**src/rtl/fsr_pkg.sv**
```systemverilog
package fsr_pkg;
  localparam int STK_W = 5;
  localparam int WORD_W = 8;

  function automatic logic [WORD_W-1:0] pack_status(input logic rt_fault,
                                                    input logic [STK_W-1:0] stk,
                                                    input logic [1:0] supply);
    return {supply, stk, rt_fault};
  endfunction

  function automatic logic [7:0] chan_addr(input logic [7:0] base, input int c);
    return base + 8'(c);
  endfunction
endpackage

```
**src/rtl/fsr_clear_ctrl.sv**
```systemverilog
module fsr_clear_ctrl #(
  parameter int NCH = 2
) (
  input  logic           clk,
  input  logic           rst_n,
  input  logic           uvlo,
  input  logic           pdn_pin,
  input  logic           sw_pdn,
  input  logic           svm_lo,
  input  logic           svm_hi,
  input  logic [NCH-1:0] ch_dis,
  output logic           glb_clr,
  output logic [NCH-1:0] ch_clr
);
  logic [1:0] svm_prev;
  logic       svm_cross;

  always_ff @(posedge clk) begin
    if (!rst_n) svm_prev <= 2'b00;
    else        svm_prev <= {svm_hi, svm_lo};
  end

  assign svm_cross = ({svm_hi, svm_lo} != svm_prev);
  assign glb_clr   = uvlo | pdn_pin | sw_pdn | svm_cross;

  for (genvar c = 0; c < NCH; c++) begin : g_clr
    assign ch_clr[c] = glb_clr | ch_dis[c];
  end
endmodule

```
**src/rtl/fsr_sticky_bank.sv**
```systemverilog
module fsr_sticky_bank
  import fsr_pkg::*;
(
  input  logic             clk,
  input  logic             rst_n,
  input  logic             clr,
  input  logic             rd_hit,
  input  logic             fault_lvl,
  input  logic             strike_evt,
  input  logic             ovp_evt,
  input  logic             lout_evt,
  input  logic             ocur_evt,
  output logic [STK_W-1:0] set_vec,
  output logic [STK_W-1:0] sticky
);
  logic fault_prev;

  assign set_vec = {ocur_evt, lout_evt, ovp_evt, strike_evt, fault_lvl & ~fault_prev};

  always_ff @(posedge clk) begin
    if (!rst_n) begin
      fault_prev <= 1'b0;
      sticky     <= '0;
    end else begin
      fault_prev <= fault_lvl;
      if (clr)         sticky <= '0;
      else if (rd_hit) sticky <= set_vec;
      else             sticky <= sticky | set_vec;
    end
  end
endmodule

```
**src/rtl/fsr_read_port.sv**
```systemverilog
module fsr_read_port
  import fsr_pkg::*;
#(
  parameter int              NCH       = 2,
  parameter int              ADDR_W    = 8,
  parameter logic [ADDR_W-1:0] BASE_ADDR = 8'hE0
) (
  input  logic                           clk,
  input  logic                           rst_n,
  input  logic                           acc_en,
  input  logic                           acc_we,
  input  logic [ADDR_W-1:0]              acc_addr,
  input  logic [NCH-1:0][WORD_W-1:0]     words,
  output logic [NCH-1:0]                 rd_hit,
  output logic [WORD_W-1:0]              rd_data
);
  logic              rd_stb;
  logic [WORD_W-1:0] sel_word;

  assign rd_stb = acc_en & ~acc_we;

  for (genvar c = 0; c < NCH; c++) begin : g_dec
    localparam logic [ADDR_W-1:0] MY_ADDR = BASE_ADDR + ADDR_W'(c);
    assign rd_hit[c] = rd_stb & (acc_addr == MY_ADDR);
  end

  always_comb begin
    sel_word = '0;
    for (int c = 0; c < NCH; c++)
      if (rd_hit[c]) sel_word = words[c];
  end

  always_ff @(posedge clk) begin
    if (!rst_n)      rd_data <= '0;
    else if (rd_stb) rd_data <= sel_word;
  end
endmodule

```
**src/rtl/fault_status_regs.sv**
```systemverilog
module fault_status_regs
  import fsr_pkg::*;
#(
  parameter int                NCH       = 2,
  parameter int                ADDR_W    = 8,
  parameter logic [ADDR_W-1:0] BASE_ADDR = 8'hE0
) (
  input  logic              clk,
  input  logic              rst_n,
  input  logic [NCH-1:0]    fault_lvl,
  input  logic [NCH-1:0]    strike_evt,
  input  logic [NCH-1:0]    ovp_evt,
  input  logic [NCH-1:0]    lout_evt,
  input  logic [NCH-1:0]    ocur_evt,
  input  logic              svm_lo,
  input  logic              svm_hi,
  input  logic              uvlo,
  input  logic              pdn_pin,
  input  logic              sw_pdn,
  input  logic [NCH-1:0]    ch_dis,
  input  logic              acc_en,
  input  logic              acc_we,
  input  logic [ADDR_W-1:0] acc_addr,
  output logic [WORD_W-1:0] rd_data
);
  logic                          glb_clr;
  logic [NCH-1:0]                ch_clr;
  logic [NCH-1:0]                rd_hit;
  logic [NCH-1:0][STK_W-1:0]     sticky_bits;
  logic [NCH-1:0][STK_W-1:0]     set_bits;
  logic [NCH-1:0][WORD_W-1:0]    status_words;

  fsr_clear_ctrl #(.NCH(NCH)) u_clr (
    .clk(clk), .rst_n(rst_n), .uvlo(uvlo), .pdn_pin(pdn_pin), .sw_pdn(sw_pdn),
    .svm_lo(svm_lo), .svm_hi(svm_hi), .ch_dis(ch_dis),
    .glb_clr(glb_clr), .ch_clr(ch_clr)
  );

  for (genvar c = 0; c < NCH; c++) begin : g_ch
    logic [1:0] supply;
    if (c == 0) begin : g_sup
      assign supply = {svm_hi, svm_lo};
    end else begin : g_rsv
      assign supply = 2'b00;
    end

    fsr_sticky_bank u_bank (
      .clk(clk), .rst_n(rst_n), .clr(ch_clr[c]), .rd_hit(rd_hit[c]),
      .fault_lvl(fault_lvl[c]), .strike_evt(strike_evt[c]), .ovp_evt(ovp_evt[c]),
      .lout_evt(lout_evt[c]), .ocur_evt(ocur_evt[c]),
      .set_vec(set_bits[c]), .sticky(sticky_bits[c])
    );

    assign status_words[c] = ch_clr[c] ? '0
                           : pack_status(fault_lvl[c], sticky_bits[c], supply);
  end

  fsr_read_port #(.NCH(NCH), .ADDR_W(ADDR_W), .BASE_ADDR(BASE_ADDR)) u_rd (
    .clk(clk), .rst_n(rst_n), .acc_en(acc_en), .acc_we(acc_we), .acc_addr(acc_addr),
    .words(status_words), .rd_hit(rd_hit), .rd_data(rd_data)
  );
endmodule

```
**config.mk**
```make
export PLATFORM = sky130hd
export DESIGN_NAME = fault_status_regs
export DESIGN_NICKNAME = d
export VERILOG_FILES = /design/src/rtl/fsr_pkg.sv /design/src/rtl/fsr_clear_ctrl.sv /design/src/rtl/fsr_sticky_bank.sv /design/src/rtl/fsr_read_port.sv /design/src/rtl/fault_status_regs.sv
export SDC_FILE = /design/constraint.sdc
export NUM_CORES = 1
export LEC_CHECK = 0
export BUFFER_PORTS_ARGS = -buffer_cell sky130_fd_sc_hd__clkbuf_2
export CORE_ASPECT_RATIO = 0.7
export CORE_MARGIN = 2
export CORE_UTILIZATION = 40
export CTS_BUF_LIST = sky130_fd_sc_hd__clkbuf_16
export DETAILED_ROUTE_END_ITERATION = 8
export PLACE_DENSITY = 0.65
export SLEW_MARGIN = 25
export SYNTH_ARGS = -nofsm -noshare
export SYNTH_HDL_FRONTEND = slang
export SYNTH_HIERARCHICAL = 1
export SYNTH_SLANG_ARGS = --single-unit
```
**constraint.sdc**
```tcl
create_clock -name clk -period 1.75 [get_ports clk]
set_input_delay 0.0875 -clock clk [delete_from_list [all_inputs] [get_ports clk]]
set_output_delay 0.0875 -clock clk [all_outputs]
set_load 0.02 [all_outputs]
```
==> impl_metrics.py, run 1 <==
metrics = {
    "grt": {
        "grt_start_max_net_pins": 13,
        "antenna_found_initial": 0,
        "grt_overflow": 0,
        "groute.usage.overall": 0.152,
        "grt_pass1_wl_um": 3750,
        "grt_pass1_vias": 840,
    },
    "setup_path": {
        "crit_path_end_kind": "register",
        "timing.critical_path.cells": "xnor2_1 -> nand4b_1 -> nor2b_1 -> mux2i_1 -> o32ai_2",
        "worstPathMaxFanout": 9,
        "critical-path-slowest-cell": "sky130_fd_sc_hd__nand4b_1",
        "cp_slowest_stage_delay_ns": 0.34,
        "worstPathArrival_ns": 1.67,
        "wp_data_required_ns": 1.91,
        "timing.critical_path.from_type": "register",
        "worstSetupPathType": "reg2reg",
    },
    "clocking": {
        "numCtsBuffers": 3,
        "cts.sinks": 22,
        "clockRootBuffer": "sky130_fd_sc_hd__clkbuf_16",
        "post-cts-setup-buffer-count": 0,
        "cts-hold-fix-buffers": 0,
        "h-tree-depth": 1,
        "cts-root-to-sink-buffers": 2,
        "insertion_delay_ns": 0.25,
        "cts_tree": "done",
        "postCtsResizedCells": 0,
        "clk_pin_slew_worst_paths_ns": 0.06,
    },
    "floorplanning": {
        "die_y_um": 48.5,
        "row_count": 16,
        "ioPinCount": 37,
        "die_width_um": 67.6,
        "dieArea_sq_um": 3280,
        "coreArea_sq_um": 2740,
        "initial_utilization": 0.413,
    },
    "timing": {
        "final_period_minus_worst_setup_slack_ns": 1.51,
        "timing.setup.tns_ns": 0,
        "hold_viol": 0,
        "fin_worst_skew_ns": 0.00128,
        "timing.final.crit_share": 0.861,
        "setup_violations": 0,
        "timing.fmax_mhz": 664,
        "fin_ws_ns": 0.243,
        "report.final.slew_viol_count": 0,
        "rsz0062_at_grt": "no",
    },
    "power_and_ir_drop": {
        "pwr-share-clk": 0.441,
        "p_int_mw": 0.861,
        "worst_ir_drop_vdd_mv": 0.443,
        "pwr_density_cell_nw_per_um2": 750,
        "power_frac_comb": 0.086,
        "seq_power_share": 0.473,
        "leakage_nw": 0.631,
        "switching_share_of_total_power": 0.202,
        "power.switching_mw": 0.219,
    },
    "routing": {
        "detail_route.first_pass.iterations": 4,
        "via_count": 901,
        "route.final.wire_length_um": 2280,
        "drtAntennaViolNets": 0,
        "first_iter_violations": 29,
        "wl_per_cell_um": 12.1,
        "drt_drc_violations_left": 0,
        "routed_via_density": 4.77,
    },
    "synth": {
        "post_synthesis_cell_area_sq_um": 1130,
        "syn_inst": 113,
        "yosys_warnings": 6,
        "syn_area_per_cell_sq_um": 10.0,
    },
    "place": {
        "place_worst_setup_slack_ns": 0.144,
        "detailed_place_hpwl_um": 1830,
        "placed_cells": 185,
        "portBuffers": 36,
        "place_congestion": 0.723,
    },
    "layout": {
        "number_of_nets_in_the_final_layout": 183,
        "diodes_inserted": 0,
        "finish.cell_count_without_fillers": 189,
        "area_growth_syn_to_layout_pct": 27.0,
        "final_layout_size_suffix_gt1_frac": 0.386,
        "n_fill_cell": 259,
    },
    "min_path": {
        "hold_path_class": "in2reg",
    },
    "status": {
        "status": "finished, final reports clean",
    },
    "run": {
        "max-cap-violations": 0,
    },
}
-- power groups by stage --
stage	clock network, mW	registers, mW	logic [mW]
after floorplan	0	0.521	0.0493
after global placement	0	0.521	0.0912
after detailed placement	0	0.521	0.0939
after CTS	0.487	0.510	0.0943
after global routing	0.511	0.511	0.104
final	0.476	0.510	0.0931
-- per-stage QoR --
step	hold WS (ns)	util	power, mW	area, sq um
final	0.0409	0.525	1.08	1440
after global routing	0.0471	0.525	1.13	1440
after CTS	0.0388	0.525	1.09	1440
after detailed placement	0.308	0.496	0.615	1360
after global placement	0.303	0.496	0.612	1360
after floorplan	0.209	-	0.570	1140
-- registers in the layout, summed over array words and instances, names as in the netlist --
| name | count |
|---|---|
| g_ch.u_bank/sticky | 10 |
| u_rd/rd_data | 8 |
| g_ch.u_bank/fault_prev | 2 |
| u_clr/svm_prev | 2 |
-- worst max-delay path, delay by kind of cell, from the launching register on --
kind | cells | cell delay [ns]
DFF | 1 | 0.31
xor gates and xnor gates | 1 | 0.20
AOI/OAI and AO/OA | 1 | 0.21
and+or+nand+nor | 2 | 0.57
muxes | 1 | 0.12
-- path summary, 6_finish.rpt --
kind                                                     startpoint                             endpoint  slack [ns]  depth (start not counted)
worst max register to register         u_clr/svm_prev[0]$_SDFF_PN0_         u_rd/rd_data[2]$_SDFFE_PN0P_        0.24                          5
worst min register to register  g_ch[1].u_bank/sticky[3]$_SDFF_PP0_  g_ch[1].u_bank/sticky[3]$_SDFF_PP0_        0.46                          2
worst min-delay path                                  strike_evt[1]  g_ch[1].u_bank/sticky[1]$_SDFF_PP0_        0.04                          3
worst max-delay path                   u_clr/svm_prev[0]$_SDFF_PN0_         u_rd/rd_data[2]$_SDFFE_PN0P_        0.24                          5
-- per-layer routing --
| layer | part of all wire | GRT usage | vias to the layer above |
|---|---|---|---|
| met3 | 0.058 | 0.0512 | 2 |
| met4 | 0.0044 | 0.0374 | 0 |
| met5 | 0 | 0 | - |
| met1 | 0.47 | 0.192 | 415 |
| met2 | 0.47 | 0.247 | 24 |
| li1 | - | - | 460 |
-- area by class of cell --
type                       count  area (sq um)  share of cell area
clock buffer                   3          75.1              0.0521
clock inverter                 1          3.75             0.00261
inverter                       9          33.8              0.0235
multi-input combinational     79           639               0.444
sequential                    22           440               0.306
tap                           36          45.0              0.0313
timing repair buffer          39           203               0.141
-- cell usage in the layout, fill, tap and decap left out, drive strengths merged --
cell,n
a21oi,8
clkinv,1
nor2b,19
nor3,1
o32ai,8
xnor2,2
nand4b,3
nand2,9
o21ba,2
clkbuf,39
or4,1
nand2b,10
buf,3
mux2i,8
and2,4
conb,2
inv,9
dfxtp,22
nor3b,1
nor4b,1
Power figures use the tool's default switching activity.
==> run 2, diff against run 1 <==
--- a/config.mk
+++ b/config.mk
@@ -5,13 +5,15 @@
 export SDC_FILE = /design/constraint.sdc
 export NUM_CORES = 1
 export LEC_CHECK = 0
+export ABC_AREA = 1
+export ABC_CLOCK_PERIOD_IN_PS = 1750
 export BUFFER_PORTS_ARGS = -buffer_cell sky130_fd_sc_hd__clkbuf_2
 export CORE_ASPECT_RATIO = 0.7
 export CORE_MARGIN = 2
 export CORE_UTILIZATION = 40
 export CTS_BUF_LIST = sky130_fd_sc_hd__clkbuf_16
 export DETAILED_ROUTE_END_ITERATION = 8
-export PLACE_DENSITY = 0.65
+export PLACE_DENSITY = 0.64
 export SLEW_MARGIN = 25
 export SYNTH_ARGS = -nofsm -noshare
 export SYNTH_HDL_FRONTEND = slang
==> run 2 against run 1 <==
Effect of this change:
- die area increased by 11%
- routed wire length up 4.5%
- via count rose by 25%
- final area increased by 6.3%
- synthesized cell count up 67%
==> impl_metrics.py, run 2 <==
metrics = {
    "timing": {
        "final_period_minus_worst_setup_slack_ns": 1.34,
        "fin_worst_skew_ns": 0.00305,
        "setup_violations": 0,
        "fin_ws_ns": 0.410,
        "timing.final.crit_share": 0.766,
        "rsz0062_at_grt": "no",
        "timing.setup.tns_ns": 0,
        "report.final.slew_viol_count": 0,
        "timing.fmax_mhz": 746,
        "hold_viol": 0,
    },
    "grt": {
        "groute.usage.overall": 0.150,
        "grt_overflow": 0,
        "grt_pass1_vias": 1005,
        "grt_start_max_net_pins": 18,
        "grt_pass1_wl_um": 4310,
        "antenna_found_initial": 0,
    },
    "setup_path": {
        "cp_top_family": "simple AND/OR/NAND/NOR gates",
        "cp_slowest_stage_delay_ns": 0.32,
        "timing.critical_path.from_type": "register",
        "cp_num_cells": 10,
        "timing.critical_path.cells": "inv_1 -> nand2_1 -> nand2_1 -> nor2_2 -> nand3_1 -> nor2_1 -> nand4_2 -> nand3_1 -> nand2_1 -> inv_1",
        "crit_path_end_kind": "register",
        "timing.critical_path.buf_inv": 2,
        "wp_data_required_ns": 1.95,
        "worstRegToRegCells": 10,
        "worstPathMaxFanout": 9,
        "worstPathArrival_ns": 1.54,
        "worstSetupPathType": "reg2reg",
        "path_common_cell": "sky130_fd_sc_hd__nand2_1",
        "critical-path-slowest-cell": "sky130_fd_sc_hd__dfxtp_1",
    },
    "status": {
        "status": "finished, final reports clean",
    },
    "floorplanning": {
        "die_width_um": 71.2,
        "die_y_um": 51.0,
        "row_count": 17,
        "initial_utilization": 0.410,
        "ioPinCount": 37,
        "dieArea_sq_um": 3630,
        "coreArea_sq_um": 3080,
    },
    "layout": {
        "final_layout_size_suffix_gt1_frac": 0.288,
        "largest_reg_flops": 10,
        "final_core_util": 0.497,
        "area_growth_syn_to_layout_pct": 21.2,
        "n_fill_cell": 321,
        "final_common_cell": "sky130_fd_sc_hd__inv_1",
        "finish.cell_count_without_fillers": 264,
        "regMostFlops": "g_ch.u_bank/sticky",
        "design_area_sq_um": 1530,
        "number_of_nets_in_the_final_layout": 256,
        "largest_registers": "g_ch.u_bank/sticky x10, u_rd/rd_data x8",
        "diodes_inserted": 0,
        "mostFrequentLayoutCells": "sky130_fd_sc_hd__inv_1 (47), sky130_fd_sc_hd__clkbuf_2 (36), sky130_fd_sc_hd__nor2_1 (31), sky130_fd_sc_hd__nand2_1 (30), sky130_fd_sc_hd__dfxtp_1 (22)",
    },
    "place": {
        "detailed_place_hpwl_um": 1890,
        "detailed_place.area_sq_um": 1450,
        "place_worst_setup_slack_ns": 0.409,
        "place_congestion": 0.822,
        "placed_cells": 260,
        "portBuffers": 36,
    },
    "clocking": {
        "cts_tree": "done",
        "cts.sinks": 22,
        "numCtsBuffers": 3,
        "clockRootBuffer": "sky130_fd_sc_hd__clkbuf_16",
        "post-cts-setup-buffer-count": 0,
        "insertion_delay_ns": 0.25,
        "clk_pin_slew_worst_paths_ns": 0.06,
        "cts-root-to-sink-buffers": 2,
        "postCtsResizedCells": 0,
        "cts-hold-fix-buffers": 0,
        "h-tree-depth": 1,
    },
    "min_path": {
        "hold_path_class": "in2reg",
        "worst_hold_path_cell_count": 3,
    },
    "routing": {
        "routed_via_density": 4.25,
        "route.final.wire_length_um": 2390,
        "wl_per_cell_um": 9.04,
        "drtAntennaViolNets": 0,
        "detail_route.first_pass.iterations": 4,
        "first_iter_violations": 51,
        "drt_drc_violations_left": 0,
        "via_count": 1123,
    },
    "power_and_ir_drop": {
        "pwr-share-clk": 0.415,
        "p_int_mw": 0.879,
        "seq_power_share": 0.455,
        "pwr_density_cell_nw_per_um2": 752,
        "power_frac_comb": 0.129,
        "worst_ir_drop_vdd_mv": 0.376,
        "power.switching_mw": 0.273,
        "switching_share_of_total_power": 0.237,
        "leakage_nw": 0.809,
    },
    "synth": {
        "syn_inst": 189,
        "syn_area_per_cell_sq_um": 6.69,
        "post_synthesis_cell_area_sq_um": 1260,
        "yosys_warnings": 6,
    },
    "run": {
        "max-cap-violations": 0,
    },
}
[run 2: power by group through the flow]
stage | sequential (mW) | clock, mW | combinational [mW]
finish | 0.525 | 0.479 | 0.149
global route | 0.526 | 0.525 | 0.170
CTS | 0.525 | 0.496 | 0.150
detailed placement | 0.536 | 0 | 0.150
global placement | 0.535 | 0 | 0.149
floorplan | 0.548 | 0 | 0.0816
[run 2: area by class of cell]
class | instances | area [sq um] | share of cell area
flip-flops and latches | 22 | 440 | 0.288
clock inverters | 1 | 3.75 | 0.00245
well taps | 38 | 47.5 | 0.0310
clock buffers | 3 | 75.1 | 0.0490
inverters | 52 | 195 | 0.127
repair buffers | 36 | 180 | 0.118
multi-input cells | 112 | 589 | 0.385
[run 2: worst paths after layout]
path / from / endpoint / slack (ns)
max: u_clr/svm_prev[1]$_SDFF_PN0_ / u_rd/rd_data[5]$_SDFFE_PN0P_ / 0.41
min: fault_lvl[1] / g_ch[1].u_bank/fault_prev$_SDFF_PN0_ / 0.05
max reg2reg: u_clr/svm_prev[1]$_SDFF_PN0_ / u_rd/rd_data[5]$_SDFFE_PN0P_ / 0.41
min reg2reg: g_ch[1].u_bank/sticky[1]$_SDFF_PP0_ / g_ch[1].u_bank/sticky[1]$_SDFF_PP0_ / 0.47
[run 2: routing by layer]
metal | wire length [um] | global-route usage | vias up
met1 | 1280 | 0.218 | 445
met2 | 895 | 0.210 | 33
met3 | 186 | 0.0513 | 4
met4 | 25 | 0.0377 | 0
met5 | 0 | 0 | -
li1 | - | - | 641
[run 2: per-stage QoR]
| step | hold slack, ns | power, mW |
|---|---|---|
| 6_report | 0.0499 | 1.15 |
| 5_1_grt | 0.0562 | 1.22 |
| 4_1_cts | 0.0471 | 1.17 |
| 3_5_place_dp | 0.313 | 0.686 |
| 3_3_place_gp | 0.304 | 0.684 |
| 2_1_floorplan | 0.181 | 0.629 |
[run 2: worst reg2reg max path, delay by kind of cell, from the launching register on]
kind | cells | cell delay (ns)
simple gates | 8 | 0.88
flops | 1 | 0.32
buf+inv | 2 | 0.08
